File: src/rtl/lcd_tim_pkg.sv
package lcd_tim_pkg;

    // depth select code for 8-bit colour
    localparam logic [1:0] BPP_COLOR8 = 2'd3;

    typedef enum logic [2:0] {
        ST_OFF,
        ST_FSTART,
        ST_SHIFT,
        ST_LEND,
        ST_FEND
    } tim_state_t;

endpackage

File: src/rtl/lcd_geom.sv
module lcd_geom
    import lcd_tim_pkg::*;
#(
    parameter int GW = 10
) (
    input  logic [GW-1:0] width,
    input  logic [GW-1:0] height,
    input  logic [1:0]    bpp_sel,
    input  logic          split,
    output logic [GW-1:0] h_last,
    output logic [GW-1:0] l_last
);
    localparam logic [GW+1:0] THREE = (GW+2)'(3);
    localparam logic [GW+1:0] ONE_W = (GW+2)'(1);
    localparam logic [GW-1:0] ONE   = GW'(1);

    logic [GW+1:0] color_steps;
    logic [GW+1:0] grey_steps;

    always_comb begin
        color_steps = ({2'b00, width} >> 3) * THREE;
        grey_steps  = {2'b00, width} >> 2;
        if (bpp_sel == BPP_COLOR8 && !split) begin
            h_last = GW'(color_steps - ONE_W);
        end else begin
            h_last = GW'(grey_steps - ONE_W);
        end
        if (split) begin
            l_last = (height >> 1) - ONE;
        end else begin
            l_last = height - ONE;
        end
    end

endmodule

File: src/rtl/lcd_fetch.sv
module lcd_fetch #(
    parameter int AW     = 16,
    parameter int WORD_W = 32
) (
    input  logic              clk,
    input  logic              rst_n,
    input  logic              restart,
    input  logic              fetch_en,
    input  logic              take_nib,
    input  logic [AW-1:0]     base_addr,
    input  logic [AW-1:0]     end_addr,
    input  logic              rd_valid,
    input  logic [WORD_W-1:0] rd_data,
    output logic              rd_ready,
    output logic [AW-1:0]     fetch_addr,
    output logic              nib_avail,
    output logic [3:0]        nib_val
);
    localparam int NIBS = WORD_W / 4;
    localparam int NIW  = $clog2(NIBS);
    localparam logic [NIW-1:0] LAST_NIB = NIW'(NIBS - 1);

    logic [WORD_W-1:0] word_q;
    logic              have_word;
    logic [NIW-1:0]    nib_idx;
    logic [AW-1:0]     addr_q;
    logic [3:0]        nib_arr [NIBS];

    for (genvar g = 0; g < NIBS; g++) begin : g_nib
        assign nib_arr[g] = word_q[g*4 +: 4];
    end

    assign rd_ready   = fetch_en && !have_word;
    assign fetch_addr = addr_q;
    assign nib_avail  = have_word;
    assign nib_val    = nib_arr[nib_idx];

    always_ff @(posedge clk or negedge rst_n) begin
        if (!rst_n) begin
            word_q    <= '0;
            have_word <= 1'b0;
            nib_idx   <= '0;
            addr_q    <= '0;
        end else if (restart) begin
            have_word <= 1'b0;
            nib_idx   <= '0;
            addr_q    <= base_addr;
        end else begin
            if (rd_valid && rd_ready) begin
                word_q    <= rd_data;
                have_word <= 1'b1;
                nib_idx   <= '0;
                addr_q    <= (addr_q == end_addr) ? base_addr : addr_q + AW'(1);
            end
            if (take_nib && have_word) begin
                nib_idx <= nib_idx + NIW'(1);
                if (nib_idx == LAST_NIB) begin
                    have_word <= 1'b0;
                end
            end
        end
    end

endmodule

File: src/rtl/lcd_df_gen.sv
module lcd_df_gen #(
    parameter int DFW = 8
) (
    input  logic           clk,
    input  logic           rst_n,
    input  logic           frame_tick,
    input  logic           line_tick,
    input  logic           rate_mode,
    input  logic [DFW-1:0] rate_val,
    output logic           df
);
    logic [DFW-1:0] line_cnt;

    always_ff @(posedge clk or negedge rst_n) begin
        if (!rst_n) begin
            df       <= 1'b0;
            line_cnt <= '0;
        end else if (!rate_mode) begin
            line_cnt <= '0;
            if (frame_tick) begin
                df <= ~df;
            end
        end else if (line_tick) begin
            if (line_cnt >= rate_val) begin
                line_cnt <= '0;
                df       <= ~df;
            end else begin
                line_cnt <= line_cnt + DFW'(1);
            end
        end
    end

endmodule

File: src/rtl/lcd_frame_timer.sv
module lcd_frame_timer
    import lcd_tim_pkg::*;
#(
    parameter int AW     = 16,
    parameter int WORD_W = 32,
    parameter int GW     = 10,
    parameter int DFW    = 8
) (
    input  logic              clk,
    input  logic              rst_n,
    input  logic              cfg_vid_en,
    input  logic              cfg_disp_on,
    input  logic              cfg_freeze,
    input  logic [1:0]        cfg_bpp_sel,
    input  logic              cfg_split,
    input  logic              cfg_invert,
    input  logic              cfg_df_mode,
    input  logic [DFW-1:0]    cfg_df_rate,
    input  logic [GW-1:0]     cfg_width,
    input  logic [GW-1:0]     cfg_height,
    input  logic [AW-1:0]     cfg_base,
    input  logic [AW-1:0]     cfg_end,
    input  logic              rd_valid,
    input  logic [WORD_W-1:0] rd_data,
    output logic              rd_ready,
    output logic [AW-1:0]     fetch_addr,
    output logic [3:0]        lcd_data,
    output logic              lcd_shclk,
    output logic              lcd_lp,
    output logic              lcd_flm,
    output logic              lcd_df,
    output logic              frame_done
);
    tim_state_t    state, nxt;
    logic [GW-1:0] h_cnt, l_cnt;
    logic [GW-1:0] h_last, l_last;
    logic          nib_avail;
    logic [3:0]    nib_val;
    logic          emit;
    logic          panel_en;
    logic          first_line;

    logic [3:0]    data_q;
    logic          shclk_q, lp_q, flm_q, fdone_q;

    lcd_geom #(.GW(GW)) geom_i (
        .width   (cfg_width),
        .height  (cfg_height),
        .bpp_sel (cfg_bpp_sel),
        .split   (cfg_split),
        .h_last  (h_last),
        .l_last  (l_last)
    );

    lcd_fetch #(.AW(AW), .WORD_W(WORD_W)) fetch_i (
        .clk        (clk),
        .rst_n      (rst_n),
        .restart    (state == ST_FSTART),
        .fetch_en   (state == ST_SHIFT),
        .take_nib   (emit),
        .base_addr  (cfg_base),
        .end_addr   (cfg_end),
        .rd_valid   (rd_valid),
        .rd_data    (rd_data),
        .rd_ready   (rd_ready),
        .fetch_addr (fetch_addr),
        .nib_avail  (nib_avail),
        .nib_val    (nib_val)
    );

    lcd_df_gen #(.DFW(DFW)) df_i (
        .clk        (clk),
        .rst_n      (rst_n),
        .frame_tick (state == ST_FSTART),
        .line_tick  (state == ST_LEND),
        .rate_mode  (cfg_df_mode),
        .rate_val   (cfg_df_rate),
        .df         (lcd_df)
    );

    assign emit       = (state == ST_SHIFT) && nib_avail;
    assign panel_en   = cfg_vid_en && cfg_disp_on;
    assign first_line = ((state == ST_SHIFT) || (state == ST_LEND)) && (l_cnt == '0);

    // next-state decision
    always_comb begin
        nxt = state;
        unique case (state)
            ST_OFF:    if (cfg_vid_en && !cfg_freeze) nxt = ST_FSTART;
            ST_FSTART: nxt = ST_SHIFT;
            ST_SHIFT:  if (emit && (h_cnt >= h_last)) nxt = ST_LEND;
            ST_LEND:   nxt = (l_cnt >= l_last) ? ST_FEND : ST_SHIFT;
            ST_FEND:   nxt = cfg_freeze ? ST_OFF : ST_FSTART;
            default:   nxt = ST_OFF;
        endcase
        if (!cfg_vid_en) begin
            nxt = ST_OFF;
        end
    end

    // state register and position counters
    always_ff @(posedge clk or negedge rst_n) begin
        if (!rst_n) begin
            state <= ST_OFF;
            h_cnt <= '0;
            l_cnt <= '0;
        end else begin
            state <= nxt;
            if (state == ST_FSTART) begin
                h_cnt <= '0;
                l_cnt <= '0;
            end else if (emit) begin
                h_cnt <= (h_cnt >= h_last) ? '0 : h_cnt + GW'(1);
            end else if (state == ST_LEND && l_cnt < l_last) begin
                l_cnt <= l_cnt + GW'(1);
            end
        end
    end

    // registered panel outputs
    always_ff @(posedge clk or negedge rst_n) begin
        if (!rst_n) begin
            data_q  <= '0;
            shclk_q <= 1'b0;
            lp_q    <= 1'b0;
            flm_q   <= 1'b0;
            fdone_q <= 1'b0;
        end else begin
            shclk_q <= panel_en && emit;
            lp_q    <= panel_en && (state == ST_LEND);
            flm_q   <= panel_en && first_line;
            fdone_q <= (state == ST_FEND);
            if (!panel_en) begin
                data_q <= '0;
            end else if (emit) begin
                data_q <= nib_val ^ {4{cfg_invert}};
            end
        end
    end

    assign lcd_data   = data_q;
    assign lcd_shclk  = shclk_q;
    assign lcd_lp     = lp_q;
    assign lcd_flm    = flm_q;
    assign frame_done = fdone_q;

endmodule

File: config.mk
export PLATFORM = sky130hd
export DESIGN_NAME = lcd_frame_timer
export DESIGN_NICKNAME = d
export VERILOG_FILES = /design/src/rtl/lcd_tim_pkg.sv /design/src/rtl/lcd_geom.sv /design/src/rtl/lcd_fetch.sv /design/src/rtl/lcd_df_gen.sv /design/src/rtl/lcd_frame_timer.sv
export SDC_FILE = /design/constraint.sdc
export NUM_CORES = 1
export LEC_CHECK = 0
export BUFFER_PORTS_ARGS = -buffer_cell sky130_fd_sc_hd__buf_2
export CORE_MARGIN = 2
export CORE_UTILIZATION = 30
export DETAILED_ROUTE_END_ITERATION = 8
export PLACE_DENSITY = 0.45
export SLEW_MARGIN = 25
export SYNTH_ARGS = -nofsm -noshare
export SYNTH_HDL_FRONTEND = slang
export SYNTH_SLANG_ARGS = --single-unit
File: constraint.sdc
create_clock -name clk -period 2.7 [get_ports clk]
set_clock_uncertainty 0.1 [all_clocks]
set_input_delay 0.54 -clock clk [delete_from_list [all_inputs] [get_ports clk]]
set_output_delay 0.54 -clock clk [all_outputs]
set_load 0.005 [all_outputs]
==> results of run 1 <==
[where the power goes]
part | internal, W | total, W | leakage, nW | switching (W)
logic | 0.000924 | 0.00173 | 2.95 | 0.000806
clock network | 0.000752 | 0.00137 | 0.160 | 0.000614
registers | 0.00176 | 0.00212 | 1.17 | 0.000363
[layer usage]
metal / wire, um / track usage (%) / vias to the layer above
li1: - / - / 2906
met1: 8080 / 20.5 / 2860
met2: 8730 / 28.0 / 120
met3: 840 / 3.17 / 12
met4: 150 / 3.01 / 2
met5: 11 / 0 / -
[sequential cells by signal (all words and copies together), names as in the netlist, 3 cells and up]
name and flops:
fetch_i.word_q 32, fetch_i.fetch_addr 16, h_cnt 10, l_cnt 10, df_i.line_cnt 8, lcd_data 4
fetch_i.nib_idx 3, state 3
[synthesized netlist by cell type (all sizes together) (4+ instances only)]
library cell,instances,share of area [%]
and2,6,0.61
buf,8,0.84
inv,31,1.8
mux2i,15,2.3
dfrtp,92,35
nand4,17,1.9
nand3b,4,0.46
a211oi,5,0.73
clkbuf,16,0.92
a21o,14,1.6
xor2,35,4.7
nor4,10,1.5
o211ai,6,0.69
nand2b,8,0.77
nor3b,10,1.1
ha,53,10
mux2,35,6.1
nand2,59,3.4
nor2,37,2.1
xnor2,15,2.0
a21oi,31,2.4
mux4,8,2.8
a22o,4,0.54
o22a,4,0.54
nor2b,10,0.96
nor3,19,1.5
a31oi,4,0.38
and3,11,1.1
o21ai,48,3.7
nand3,25,1.9
[through the flow]
step                instance area (sq um)  instances  total power [W]  worst slack, ps  hold WS, ps
floorplan                            6700        681          0.00313            -1090          144
global placement                     8120       1139          0.00373            -1330          361
detailed placement                   8130       1139          0.00379            -1460          366
CTS                                  8800       1173          0.00526             -882         15.0
global route                         9040       1183          0.00558             -980         36.1
finish                               9040       1184          0.00522             -838         10.0
[cell type report]
class                      instances  area (sq um)
clock inverter                     7           103
clock buffer                       9           225
multi-input combinational        535          4450
inverter                          32           126
fill                            2137         12600
timing repair buffer             228          1490
tap                              280           350
sequential                        92          2300
antenna                            1          2.50
[critical path, delay by kind of cell]
family / cells / cell delay (ps)
compound gates: 7 / 1370
fa+ha+maj: 3 / 690
simple gates: 2 / 500
buf+inv: 4 / 440
xor+xnor: 1 / 190
[cell families after synthesis]
logic type,Yosys count,share of synthesized area [%]
AO/OA/AOI/OAI,143,14.0
XOR/XNOR,50,6.70
adder cells (fa/ha/maj),54,10.5
buffers and inverters,56,3.60
flip-flops,92,35.2
multiplexers,58,11.2
AND/OR/NAND/NOR,228,18.8
[worst paths after layout]
kind	start	endpoint	slack, ps	cells after the start
setup reg to reg	l_cnt[7]	l_cnt[3]	340	7
hold reg to reg	df_i.df	df_i.df	380	1
max in group asynchronous	rst_n	df_i.line_cnt[2]	1760	2
setup / recovery	cfg_width[4]	h_cnt[4]	-840	17
hold / removal	rst_n	fetch_i.fetch_addr[8]	10	1
min in group clk	rd_data[8]	fetch_i.word_q[8]	300	2
[repair_timing]
action	CTS	global route
hold buffers	0	0
gates cloned	2	0
endpoints found under the hold margin	0	0
setup endpoints to repair	23	23
gates resized for setup	46	30
pin swaps	24	29
buffers inserted	16	10
==> qor.yml, run 1 <==
pwr:
  vdd_ir_drop_max_v: 0.000356
  p_leak_nw: 4.28
  power_density_nw_per_um2: 577
die:
  die_x_um: 152
  dieArea_sq_um: 23000
  die_h_um: 152
  pin_count: 129
  initial_core_util_pct: 30.2
  coreArea_sq_um: 21600
  fp-row-count: 54
worst_setup_path:
  crit_arrival_ps: 3720
  end_kind: "register"
  critPathLaunchType: "input pin"
  cp_cell_sequence: "buf_8 > ha_4 > inv_2 > fa_2 > buf_6 > xor2_4 > nand3_2 > or3_4 > o31a_1 > o31a_1 > ha_4 > a21o_1 > a211oi_4 > buf_6 > o21ai_4 > o211ai_1 > o21a_1"
  critical_path_class: "in2reg"
  path_max_fanout: 5
  slowest_delay_ps: 400
  critPathSlowestCell: "or3_4"
  crit_required_ps: 2880
finish:
  layout_common_cells: "buf_2 (120), buf_4 (95), dfrtp_1 (92)"
  layout_commonest_cell: "buf_2"
  final_layout_size_suffix_gt1_share_pct: 36.2
  utilization_pct: 41.8
  fin_nets: 1055
  areaGrowthSynthToFinish_pct: 38.3
drt:
  drtPass1Iterations: 4
  ant_nets: 0
  wl_per_cell_um: 15.0
  first_iter_violations: 137
  route.vias.total: 5900
  drc: 0
  routed_wl_um: 17800
  viasPerCell: 4.98
job:
  drv_cap: 0
cts:
  htreeDepth: 3
  cts_sinks: 92
  cts_root_buf: "clkbuf_16"
  cts_tree: "built"
  clk_latency_ps: 350
  cts.path.max_buffers: 2
  numCtsBuffers: 9
  clkTransAtPathRegs_ps: 80
placement:
  dp_hpwl_um: 13500
  port_buffers: 126
  gp_congestion: 0.769
global_route:
  grt.overflow.total: 0
  grt_pass1_vias: 6096
  grt_use_total_pct: 15.9
  grt_pass1_wl_um: 29400
  antenna_found_initial: 1
  grt_max_degree: 38
synthesis:
  avgSynthCellArea_sq_um: 9.60
  synth_edf_count: 0
  synth_cell_type_count: 67
  synth_nets: 838
  ys.flop_type: "dfrtp_1"
  async_flop_share_pct: 100
  postSynthCellCount: 681
  yosys_warnings: 0
  synth-seq-area-share_pct: 35.2
  synth_seq_cells: 92
  netlist_area_sq_um: 6540
sta:
  worst_pin_slew_ps: 680
  fin_tns_setup_ps: -16010
  setup_violations: 23
  worst_slack_ps: -838
  rsz0062_at_grt: "true"
  layout_min_cycle_time_ps: 3540
  max_slew_margin_pct: 54.5
  final-hold-violation-count: 0
  fmax_mhz: 283
  timing.final.crit_share_pct: 131
  final-max-slew-violation-count: 0
status:
  violations: "negative setup slack"
  status: "complete, but fails checks"
hold_path:
  hp-class: "in2async"
(Power assumes the default switching activity.)
==> run 2, diff against run 1 <==
Settings changed: CAP_MARGIN set to 40, CTS_CLUSTER_SIZE set to 25, SKIP_CTS_REPAIR_TIMING set to 1.
==> qor.yml, run 2 (synthesized netlist as in run 1, its figures left out) <==
status:
  status: "complete, but fails checks"  # unchanged
  violations: "negative setup slack"  # unchanged
placement:
  port_buffers: 126  # unchanged
  dp_hpwl_um: 13500  # unchanged
  pre_cts_ws_ps: -1460  # unchanged
  gp_congestion: 0.769  # unchanged
cts:
  clkTransAtPathRegs_ps: 80  # about the same
  cts_sinks: 92  # unchanged
  cts_tree: "built"  # unchanged
  numCtsBuffers: 9  # unchanged
  htreeDepth: 3  # unchanged
  clk_latency_ps: 350  # about the same
  cts_root_buf: "clkbuf_16"  # unchanged
  cts.path.max_buffers: 2  # unchanged
sta:
  rsz0062_at_grt: "true"  # unchanged
  fmax_mhz: 275  # was 283 MHz
  worst_pin_slew_ps: 683  # was 680 ps
  layout_min_cycle_time_ps: 3640  # was 3540 ps
  setup_violations: 23  # unchanged
  timing.final.crit_share_pct: 135  # was 131%
  holdWs_ps: 10.5  # was 10.0 ps
  final-max-slew-violation-count: 0  # unchanged
  worst_slack_ps: -937  # was -838 ps
  final-hold-violation-count: 0  # unchanged
  max_slew_margin_pct: 54.4  # was 54.5%
  fin_tns_setup_ps: -18690  # was -16,010 ps
finish:
  utilization_pct: 41.4  # was 41.8%
  layout_commonest_cell: "buf_2"  # unchanged
  largest_register_ff_count: 32  # unchanged
  layout_common_cells: "buf_2 (121), dfrtp_1 (92), buf_4 (81)"  # was buf_2 (120), buf_4 (95), dfrtp_1 (92)
  fin_nets: 1043  # was 1,055
  final_layout_size_suffix_gt1_share_pct: 35.1  # was 36.2%
  regMostFlops: "fetch_i.word_q"  # unchanged
  areaGrowthSynthToFinish_pct: 36.9  # was 38.3%
worst_setup_path:
  critPathLaunchType: "input pin"  # unchanged
  cp_cell_sequence: "buf_8 > ha_4 > inv_2 > fa_2 > nand2b_4 > o2bb2ai_4 > xnor2_2 > or3_4 > o31a_1 > o31a_1 > ha_4 > a21o_1 > a211oi_4 > o21ai_4 > o211ai_1 > o21a_1"  # was buf_8 > ha_4 > inv_2 > fa_2 > buf_6 > xor2_4 > nand3_2 > or3_4 > o31a_1 > o31a_1 > ha_4 > a21o_1 > a211oi_4 > buf_6 > o21ai_4 > o211ai_1 > o21a_1
  crit_family: "compound AO/OA/AOI/OAI gates"  # unchanged
  critical_path_class: "in2reg"  # unchanged
  critPathSlowestCell: "or3_4"  # unchanged
  slowest_delay_ps: 400  # about the same
  path_buf_inv: 2  # was 4
  path_max_fanout: 5  # unchanged
  crit_arrival_ps: 3820  # was 3720 ps
  crit_required_ps: 2880  # about the same
  end_kind: "register"  # unchanged
job:
  drv_cap: 0  # unchanged
pwr:
  power_density_nw_per_um2: 582  # was 577 nW/um^2
  p_total_w: 0.00521  # was 0.00522 W
  vdd_ir_drop_max_v: 0.000355  # was 0.000356 V
  p_leak_nw: 4.23  # was 4.28 nW
drt:
  wl_per_cell_um: 15.1  # was 15.0 um
  drc: 0  # unchanged
  ant_nets: 0  # unchanged
  drtPass1Iterations: 4  # unchanged
  first_iter_violations: 141  # was 137
  route.vias.total: 5852  # was 5,900
  routed_wl_um: 17700  # was 17,800 um
  viasPerCell: 4.99  # was 4.98
global_route:
  grt.overflow.total: 0  # unchanged
  antenna_found_initial: 1  # unchanged
  grt_use_total_pct: 15.4  # was 15.9%
  grt_pass1_wl_um: 28400  # was 29,400 um
  grt_pass1_vias: 5930  # was 6,096
  grt_max_degree: 38  # unchanged
hold_path:
  hp-class: "in2async"  # unchanged
die:
  dieArea_sq_um: 23000  # unchanged
  initial_core_util_pct: 30.2  # unchanged
  fp-row-count: 54  # unchanged
  die_h_um: 152  # unchanged
  pin_count: 129  # unchanged
  die_x_um: 152  # unchanged
  coreArea_sq_um: 21600  # unchanged
==> run 2: area by class of cell <==
type                            instances  area, sq um
Antenna cell                            1         2.50
Clock buffer                            9          225
Fill cell                            2134        12700
Multi-Input combinational cell        535         4440
Tap cell                              280          350
Inverter                               32          123
Clock inverter                          7          103
Sequential cell                        92         2300
Timing Repair Buffer                  216         1410
==> run 2: worst paths after layout <==
kind	from	end	slack, ps	depth (start not counted)
min	rst_n	fetch_i.fetch_addr[8]	10	1
min in group clk	rd_data[8]	fetch_i.word_q[8]	300	2
max reg2reg	l_cnt[7]	l_cnt[3]	390	7
max	cfg_width[4]	h_cnt[4]	-940	16
min reg2reg	df_i.df	df_i.df	380	1
max in group asynchronous	rst_n	df_i.line_cnt[2]	1760	2
==> run 2: power breakdown <==
group,total [W],switching [W],internal [W]
logic,0.00171,0.000800,0.000914
registers,0.00213,0.000365,0.00176
clock network,0.00137,0.000613,0.000752
total,0.00521,0.00178,0.00343
==> run 2: per-layer routing <==
metal  track usage, %  vias to the layer above  part of all wire [%]
met5                0                        -                 0.062
met4             2.82                        2                  0.72
met3             3.17                       10                   4.7
met2             26.7                      107                    49
met1             20.1                     2846                    46
li1                 -                     2887                     -
==> run 2: metrics by stage <==
step	std cells	instance area, sq um
2_1_floorplan	681	6700
3_3_place_gp	1139	8120
3_5_place_dp	1139	8130
4_1_cts	1155	8450
5_1_grt	1171	8950
6_report	1172	8950
